--- src/rtl/cfg_port_pkg.sv ---
package cfg_port_pkg;

    typedef enum logic [1:0] {
        ST_IDLE  = 2'd0,
        ST_MATCH = 2'd1,
        ST_FETCH = 2'd2
    } lk_state_e;

    localparam logic [31:0] STATUS_FOUND = 32'h8000_0000;
    localparam logic [31:0] RESP_ABSENT  = 32'hFFFF_FFFF;

    // Legal size/lane pairs: byte anywhere, word at 0 or 2, dword at 0.
    function automatic logic access_legal(input logic [1:0] sz, input logic [1:0] lane);
        logic ok;
        unique case (sz)
            2'd0:    ok = 1'b1;
            2'd1:    ok = (lane[0] == 1'b0);
            2'd2:    ok = (lane == 2'd0);
            default: ok = 1'b0;
        endcase
        return ok;
    endfunction

    function automatic logic [3:0] lane_enables(input logic [1:0] sz, input logic [1:0] lane);
        logic [3:0] base;
        unique case (sz)
            2'd0:    base = 4'b0001;
            2'd1:    base = 4'b0011;
            default: base = 4'b1111;
        endcase
        return base << lane;
    endfunction

endpackage

--- src/rtl/cfg_addr_latch.sv ---
module cfg_addr_latch (
    input  logic        clk,
    input  logic        rst_n,
    input  logic        we,
    input  logic [3:0]  be,
    input  logic [23:0] wdata,
    output logic [15:0] bdf,
    output logic [5:0]  dword_idx,
    output logic        fire
);
    logic [5:0] reg_q;
    logic [7:0] lo_q;
    logic [7:0] hi_q;

    always_ff @(posedge clk) begin
        if (!rst_n) begin
            reg_q <= '0;
            lo_q  <= '0;
            hi_q  <= '0;
        end else if (we) begin
            if (be[0]) reg_q <= wdata[7:2];
            if (be[1]) lo_q  <= wdata[15:8];
            if (be[2]) hi_q  <= wdata[23:16];
        end
    end

    // Byte 3 carries no stored field; covering it only starts a lookup.
    assign fire      = we && be[3];
    assign bdf       = {hi_q, lo_q};
    assign dword_idx = reg_q;

    assert_partial_keeps_bus_R3: assert property (@(posedge clk) disable iff (!rst_n)
        (we && !be[2]) |=> (bdf[15:8] == $past(bdf[15:8])));

endmodule

--- src/rtl/cfg_dev_match.sv ---
module cfg_dev_match #(
    parameter int unsigned                NUM_DEV = 2,
    parameter int unsigned                IDX_W   = 1,
    parameter logic [NUM_DEV*16-1:0]      DEV_BDF = '0
) (
    input  logic             clk,
    input  logic             rst_n,
    input  logic [15:0]      bdf,
    output logic             hit,
    output logic [IDX_W-1:0] idx
);
    logic [NUM_DEV-1:0] eq;

    for (genvar g = 0; g < NUM_DEV; g++) begin : g_cmp
        assign eq[g] = (bdf == DEV_BDF[g*16 +: 16]);
    end

    always_comb begin
        idx = '0;
        for (int i = 0; i < NUM_DEV; i++) begin
            if (eq[i]) idx = IDX_W'(i);
        end
    end

    assign hit = |eq;

    assert_unique_code_R2: assert property (@(posedge clk) disable iff (!rst_n)
        $onehot0(eq));

endmodule

--- src/rtl/cfg_space_store.sv ---
module cfg_space_store #(
    parameter int unsigned           NUM_DEV     = 2,
    parameter int unsigned           IMPL_DWORDS = 16,
    parameter int unsigned           IDX_W       = 1,
    parameter int unsigned           DW_W        = 4,
    parameter logic [NUM_DEV*32-1:0] DEV_ID      = '0
) (
    input  logic             clk,
    input  logic             rst_n,
    input  logic             we,
    input  logic [IDX_W-1:0] wdev,
    input  logic [DW_W-1:0]  wdw,
    input  logic [3:0]       be,
    input  logic [31:0]      wdata,
    input  logic [IDX_W-1:0] rdev,
    input  logic [DW_W-1:0]  rdw,
    output logic [31:0]      rdata
);
    logic [31:0] mem [NUM_DEV][IMPL_DWORDS];

    always_ff @(posedge clk) begin
        if (!rst_n) begin
            for (int d = 0; d < NUM_DEV; d++) begin
                for (int w = 0; w < IMPL_DWORDS; w++) begin
                    mem[d][w] <= (w == 0) ? DEV_ID[d*32 +: 32] : 32'h0;
                end
            end
        end else if (we) begin
            for (int b = 0; b < 4; b++) begin
                if (be[b]) mem[wdev][wdw][b*8 +: 8] <= wdata[b*8 +: 8];
            end
        end
    end

    assign rdata = mem[rdev][rdw];

    assert_write_has_lanes_R9: assert property (@(posedge clk) disable iff (!rst_n)
        we |-> (be != 4'b0000));

endmodule

--- src/rtl/cfg_port_decoder.sv ---
module cfg_port_decoder
    import cfg_port_pkg::*;
#(
    parameter logic [15:0]           ADDR_PORT   = 16'h0CF8,
    parameter logic [15:0]           DATA_PORT   = 16'h0CFC,
    parameter int unsigned           NUM_DEV     = 2,
    parameter int unsigned           IMPL_DWORDS = 16,
    parameter logic [NUM_DEV*16-1:0] DEV_BDF     = {16'h0008, 16'h0000},
    parameter logic [NUM_DEV*32-1:0] DEV_ID      = {32'h5678_9ABC, 32'h1234_ABCD}
) (
    input  logic        clk,
    input  logic        rst_n,
    input  logic        io_wr,
    input  logic [15:0] io_addr,
    input  logic [1:0]  io_size,
    input  logic [31:0] io_wdata,
    output logic [31:0] io_rdata,
    output logic        busy,
    output logic        cfg_err
);
    localparam int unsigned IDX_W    = (NUM_DEV > 1) ? $clog2(NUM_DEV) : 1;
    localparam int unsigned DW_W     = (IMPL_DWORDS > 1) ? $clog2(IMPL_DWORDS) : 1;
    localparam logic [6:0]  IMPL_LIM = 7'(IMPL_DWORDS);

    // Access decode
    logic [1:0]  lane;
    logic        sel_addr, sel_data, legal;
    logic [3:0]  be;
    logic [31:0] wsh;
    logic        wr_addr_ok, wr_data_ok, wr_bad;

    assign lane       = io_addr[1:0];
    assign sel_addr   = (io_addr[15:2] == ADDR_PORT[15:2]);
    assign sel_data   = (io_addr[15:2] == DATA_PORT[15:2]);
    assign legal      = access_legal(io_size, lane);
    assign be         = lane_enables(io_size, lane);
    assign wsh        = io_wdata << {lane, 3'b000};
    assign wr_addr_ok = io_wr && sel_addr && legal;
    assign wr_data_ok = io_wr && sel_data && legal;
    assign wr_bad     = io_wr && (sel_addr || sel_data) && !legal;

    // Address latch
    logic [15:0] bdf;
    logic [5:0]  dword_idx;
    logic        fire;

    cfg_addr_latch u_latch (
        .clk       (clk),
        .rst_n     (rst_n),
        .we        (wr_addr_ok),
        .be        (be),
        .wdata     (wsh[23:0]),
        .bdf       (bdf),
        .dword_idx (dword_idx),
        .fire      (fire)
    );

    // Presence check
    logic             hit;
    logic [IDX_W-1:0] idx;

    cfg_dev_match #(
        .NUM_DEV (NUM_DEV),
        .IDX_W   (IDX_W),
        .DEV_BDF (DEV_BDF)
    ) u_match (
        .clk   (clk),
        .rst_n (rst_n),
        .bdf   (bdf),
        .hit   (hit),
        .idx   (idx)
    );

    // Configuration storage
    logic             in_range;
    logic             store_we;
    logic             hit_q;
    logic [IDX_W-1:0] idx_q;
    logic [31:0]      store_rdata;

    assign in_range = ({1'b0, dword_idx} < IMPL_LIM);
    assign store_we = wr_data_ok && hit && in_range;

    cfg_space_store #(
        .NUM_DEV     (NUM_DEV),
        .IMPL_DWORDS (IMPL_DWORDS),
        .IDX_W       (IDX_W),
        .DW_W        (DW_W),
        .DEV_ID      (DEV_ID)
    ) u_store (
        .clk   (clk),
        .rst_n (rst_n),
        .we    (store_we),
        .wdev  (idx),
        .wdw   (dword_idx[DW_W-1:0]),
        .be    (be),
        .wdata (wsh),
        .rdev  (idx_q),
        .rdw   (dword_idx[DW_W-1:0]),
        .rdata (store_rdata)
    );

    // Lookup state machine
    lk_state_e state, state_nx;

    always_comb begin
        state_nx = state;
        unique case (state)
            ST_IDLE:  if (fire) state_nx = ST_MATCH;
            ST_MATCH: state_nx = ST_FETCH;
            ST_FETCH: state_nx = ST_IDLE;
            default:  state_nx = ST_IDLE;
        endcase
    end

    always_ff @(posedge clk) begin
        if (!rst_n) state <= ST_IDLE;
        else        state <= state_nx;
    end

    logic [31:0] resp_q, status_q;
    logic        err_q;

    always_ff @(posedge clk) begin
        if (!rst_n) begin
            hit_q    <= 1'b0;
            idx_q    <= '0;
            resp_q   <= '0;
            status_q <= '0;
            err_q    <= 1'b0;
        end else begin
            if (wr_bad) err_q <= 1'b1;
            unique case (state)
                ST_MATCH: begin
                    hit_q <= hit;
                    idx_q <= idx;
                end
                ST_FETCH: begin
                    if (!hit_q) begin
                        resp_q   <= RESP_ABSENT;
                        status_q <= '0;
                    end else begin
                        resp_q   <= in_range ? store_rdata : 32'h0;
                        status_q <= STATUS_FOUND;
                    end
                end
                default: ;
            endcase
        end
    end

    // Read path
    logic [31:0] rd_src, rd_sh;

    always_comb begin
        rd_src = 32'h0;
        if (sel_data)      rd_src = resp_q;
        else if (sel_addr) rd_src = status_q;
        rd_sh = rd_src >> {lane, 3'b000};
        unique case (io_size)
            2'd0:    io_rdata = {24'h0, rd_sh[7:0]};
            2'd1:    io_rdata = {16'h0, rd_sh[15:0]};
            default: io_rdata = rd_sh;
        endcase
    end

    assign busy    = (state != ST_IDLE);
    assign cfg_err = err_q;

    assert_quiet_while_busy_R4: assert property (@(posedge clk) disable iff (!rst_n)
        busy |-> !io_wr);
    assert_match_then_fetch_R4: assert property (@(posedge clk) disable iff (!rst_n)
        (state == ST_MATCH) |=> (state == ST_FETCH));
    assert_absent_pair_R7: assert property (@(posedge clk) disable iff (!rst_n)
        (state == ST_FETCH && !hit_q) |=> (resp_q == RESP_ABSENT && status_q == 32'h0));
    assert_present_status_R5: assert property (@(posedge clk) disable iff (!rst_n)
        (state == ST_FETCH && hit_q) |=> (status_q == STATUS_FOUND));
    assert_resp_only_on_fetch_R3: assert property (@(posedge clk) disable iff (!rst_n)
        !$stable(resp_q) |-> $past(state == ST_FETCH));
    assert_err_sticky_R10: assert property (@(posedge clk) disable iff (!rst_n)
        err_q |=> err_q);

endmodule

--- config.mk ---
export PLATFORM = sky130hd
export DESIGN_NAME = cfg_port_decoder
export DESIGN_NICKNAME = d
export VERILOG_FILES = /design/src/rtl/cfg_port_pkg.sv /design/src/rtl/cfg_addr_latch.sv /design/src/rtl/cfg_dev_match.sv /design/src/rtl/cfg_space_store.sv /design/src/rtl/cfg_port_decoder.sv
export SDC_FILE = /design/constraint.sdc
export NUM_CORES = 2
export LEC_CHECK = 0
export BUFFER_PORTS_ARGS = -buffer_cell sky130_fd_sc_hd__buf_2
export CAP_MARGIN = 20
export CORE_MARGIN = 2
export CORE_UTILIZATION = 30
export CTS_BUF_LIST = sky130_fd_sc_hd__clkbuf_8
export CTS_CLUSTER_DIAMETER = 150
export DETAILED_ROUTE_END_ITERATION = 10
export PLACE_DENSITY_LB_ADDON = 0.12
export SLEW_MARGIN = 5
export SYNTH_ARGS = -nofsm -noshare
export SYNTH_HDL_FRONTEND = slang
export SYNTH_SLANG_ARGS = --single-unit
export TNS_END_PERCENT = 20
--- constraint.sdc ---
create_clock -name clk -period 5.5 [get_ports clk]
set_clock_uncertainty 0.2 [all_clocks]
set_input_delay 1.65 -clock clk [delete_from_list [all_inputs] [get_ports clk]]
set_output_delay 1.65 -clock clk [all_outputs]
set_load 0.01 [all_outputs]
==> metrics.md <==
| Metric | Value |
|---|---|
| Cts repair resizes | 0 |
| Combinational Power Share | 4.0% |
| Most frequent cells in the layout | edfxtp_1, nor2_1, buf_4 |
| Met2 Use GR | between 30% and 40% |
| Row count | 144 |
| Place WS | 0.457 ns |
| Ys Warns | 0 |
| Mapped Nets | ~3300 |
| Status | finished clean |
| CTS tree | yes |
| Startpoint Class | input pin |
| CP max FO | 9 |
| Max Clk Rate | 198 MHz |
| Class of the most critical hold timing path | flip-flop to flip-flop |
| Wire per inst | 33.8 um |
| Clock network power share | 40.9% |
| Max cap viols | 0 |
| Pwr dens | approximately 310 mW/mm^2 |
| Share of cells above drive strength 1 | between 20% and 30% |
| Max_slew headroom | 26.3% |
| Vias in the first global route | 31600 |
| Hold Violations, Final | 0 |
| GPL Wtd Cong | around 0.9 |
| Initial Utilization | 30.3% |
| Register share of total power | 55.1% |
| Number of I/O port buffers | 86 |
| Post-layout util | between 30% and 40% |
| Layout filler cell count | 14900 |
| DR vias/cell | 5.48 |
| TritonCTS buffer count | 191 |
| Synth Register Bits | about 1100 |
| Library cells used by synthesis | 55 |
| Drt first pass iters | 5 |
| I/O Pins | 87 |
| Clk Latency, worst-skew pair | 0.94 ns |
| Reported net switching power | approximately 0.004 W |
| Setup crit end kind | output port |
| Gr usage total | 24.1% |
| GRT met1 Usage | 32.2% |
| Internal cell power | about 0.013 W |
| Syn Inst Count | ~3200 |
| Final min period | 5.05 ns |
| Most common cell after layout, fill and taps aside | edfxtp_1 |
| EDFF count, synth | 1024 |
| Switching Share | between 20% and 30% |
| Antenna viol nets, final | 0 |
| Tot Pwr | 0.0171 W |
| DP Wirelength | about 130000 um |
| Final Slew Violations | 0 |
| CTS Buffer Depth | 3 |
| Post-CTS Setup Repair Bufs | 0 |
| Setup TNS | 0 ns |
| R2R cell count | 5 |
| CP required | 3.65 ns |
| Pin count of the biggest net entering global routing | around 110 |
| Initial DRC count | 3297 |
| FFs w/ async S/R, synth | 0% |
| Vias | 31300 |
| P&R area growth vs syn | 16.6% |
| Hold Path Stages | 2 |
| H-tree depth | 4 |
| Finished Layout Cells | 5702 |
| CP arrival | 3.20 ns |
| Root Buffer | clkbuf_8 |
| CTS sink cnt | 1085 |
| Die area | 0.159 mm^2 |
| RSZ-0062 raised after global routing | no |
| Mapped Area | 0.0467 mm^2 |
| Critical path type | input pin to output port |
| Worst slew pin tran | 1.10 ns |
| Final period util | 91.7% |
| Post-synthesis sequential area ratio | 68.4% |
| Final setup vio count | 0 |
| Initial antenna violation count | 23 |
| DRC viols | 0 |
| Top Usage Layer GRT | met2 |
| Layout Nets | ~3600 |
| Total Wirelength | 193000 um |
| Chip width | 399 um |
| Core Region | 0.154 mm^2 |
| Primary FF master, synth | edfxtp_1 |
| Global route overflow | 0 |
| Avg Cell Area, Syn | 14.5 um^2 |
| Die span in y | approximately 400 um |
| DP Cell Count | 5352 |
| First-pass GRT wire length | between 200000 and 300000 um |
| Setup ws final | 0.454 ns |
| GR Util met3 | 5.76% |
| Reg clk slew, reported paths | around 0.060 ns |
| Worst vdd rail ir drop | 0.255 mV |
| Hold-fix buffers, CTS | 0 |
| P_leak | roughly 18 nW |
==> cell usage after synthesis (all sizes together), types with 4 or more instances <==
cell / instances / area (um^2)
a211oi: 35 / 263
a21o: 5 / 37.5
a21oi: 57 / 285
a221oi: 26 / 228
a22o: 17 / 149
a22oi: 22 / 165
a31oi: 15 / 93.8
and2: 20 / 125
and3: 133 / 832
and4: 5 / 43.8
buf: 80 / 422
clkbuf: 218 / 831
dfxtp: 61 / 1220
edfxtp: 1024 / 30700
inv: 4 / 15.0
mux2: 11 / 124
mux2i: 249 / 2490
mux4: 149 / 3360
nand2: 105 / 394
nand2b: 10 / 62.6
nand3: 26 / 130
nand3b: 4 / 30.0
nand4: 9 / 62.6
nand4b: 4 / 35.0
nand4bb: 4 / 45.0
nor2: 420 / 1580
nor2b: 15 / 93.8
nor3: 126 / 631
nor4: 14 / 113
o21ai: 195 / 976
o22ai: 69 / 432
or2: 12 / 75.1
or3: 22 / 138
or4: 18 / 135
or4b: 19 / 190
==> critical path: stages <==
cell and delay [ns]:
buf_2 0.10, nor4bb_1 0.33, and4_1 0.28, nand2_1 0.21, nor2_1 0.32, and2_1 0.18, buf_2 0.13
==> kinds of logic after synthesis <==
| group | share of synthesized area (%) |
|---|---|
| AOI/OAI and AO/OA | 5.86 |
| buffers and inverters | 2.72 |
| muxes | 12.8 |
| DFF | 68.4 |
| and+or+nand+nor | 10.2 |
==> path summary, 6_finish.rpt <==
check / from / endpoint / slack, ns
max: io_addr[8] / io_rdata[25] / 0.45
min: idx_q$_SDFFE_PN0N_ / idx_q$_SDFFE_PN0N_ / 0.29
max reg2reg: u_latch.dword_idx[3]$_SDFFE_PN0P_ / u_store.mem[0][501]$_SDFFCE_PN1P_ / 1.16
min reg2reg: idx_q$_SDFFE_PN0N_ / idx_q$_SDFFE_PN0N_ / 0.29
==> power groups by stage <==
stage               Sequential (W)  Clock, W  Combinational [W]
global route               0.00944   0.00745           0.000715
floorplan                  0.00955         0           0.000324
detailed placement         0.00959         0           0.000682
CTS                        0.00942   0.00713           0.000683
finish                     0.00942   0.00698           0.000686
global placement           0.00957         0           0.000675
==> flip-flops by register name, indices dropped and copies added (netlist names), named ones only <==
| name | flops |
|---|---|
| u_latch.dword_idx | 6 |
| idx_q | 1 |
| status_q | 1 |
| state | 2 |
| u_latch.hi_q | 8 |
| hit_q | 1 |
| cfg_err | 1 |
| u_store.mem | 1024 |
| u_latch.lo_q | 8 |
| resp_q | 32 |
==> cell type report <==
| class | instances | area [um^2] | area share, % |
|---|---|---|---|
| clock buffer | 206 | 2840 | 5.21 |
| antenna | 11 | 27.5 | 0.0505 |
| sequential | 1085 | 32000 | 58.7 |
| clock inverter | 133 | 658 | 1.21 |
| timing repair buffer | 384 | 2800 | 5.14 |
| tap | 2044 | 2560 | 4.70 |
| inverter | 5 | 18.8 | 0.0345 |
| multi-input combinational | 1834 | 13600 | 24.9 |
==> per-stage QoR <==
step | instance area, um^2 | hold slack (ns)
after floorplan | 46700 | 0.248
after global placement | 50900 | 0.262
after detailed placement | 50900 | 0.278
after CTS | 54400 | 0.292
after global routing | 54500 | 0.316
final | 54500 | 0.292
==> per-layer routing <==
layer | share of wire (%) | vias to the layer above
met5 | 0.020 | -
met4 | 4.4 | 6
met3 | 8.0 | 314
met2 | 45 | 1452
met1 | 42 | 16500
li1 | - | 13000
Power figures use the tool's default switching activity.
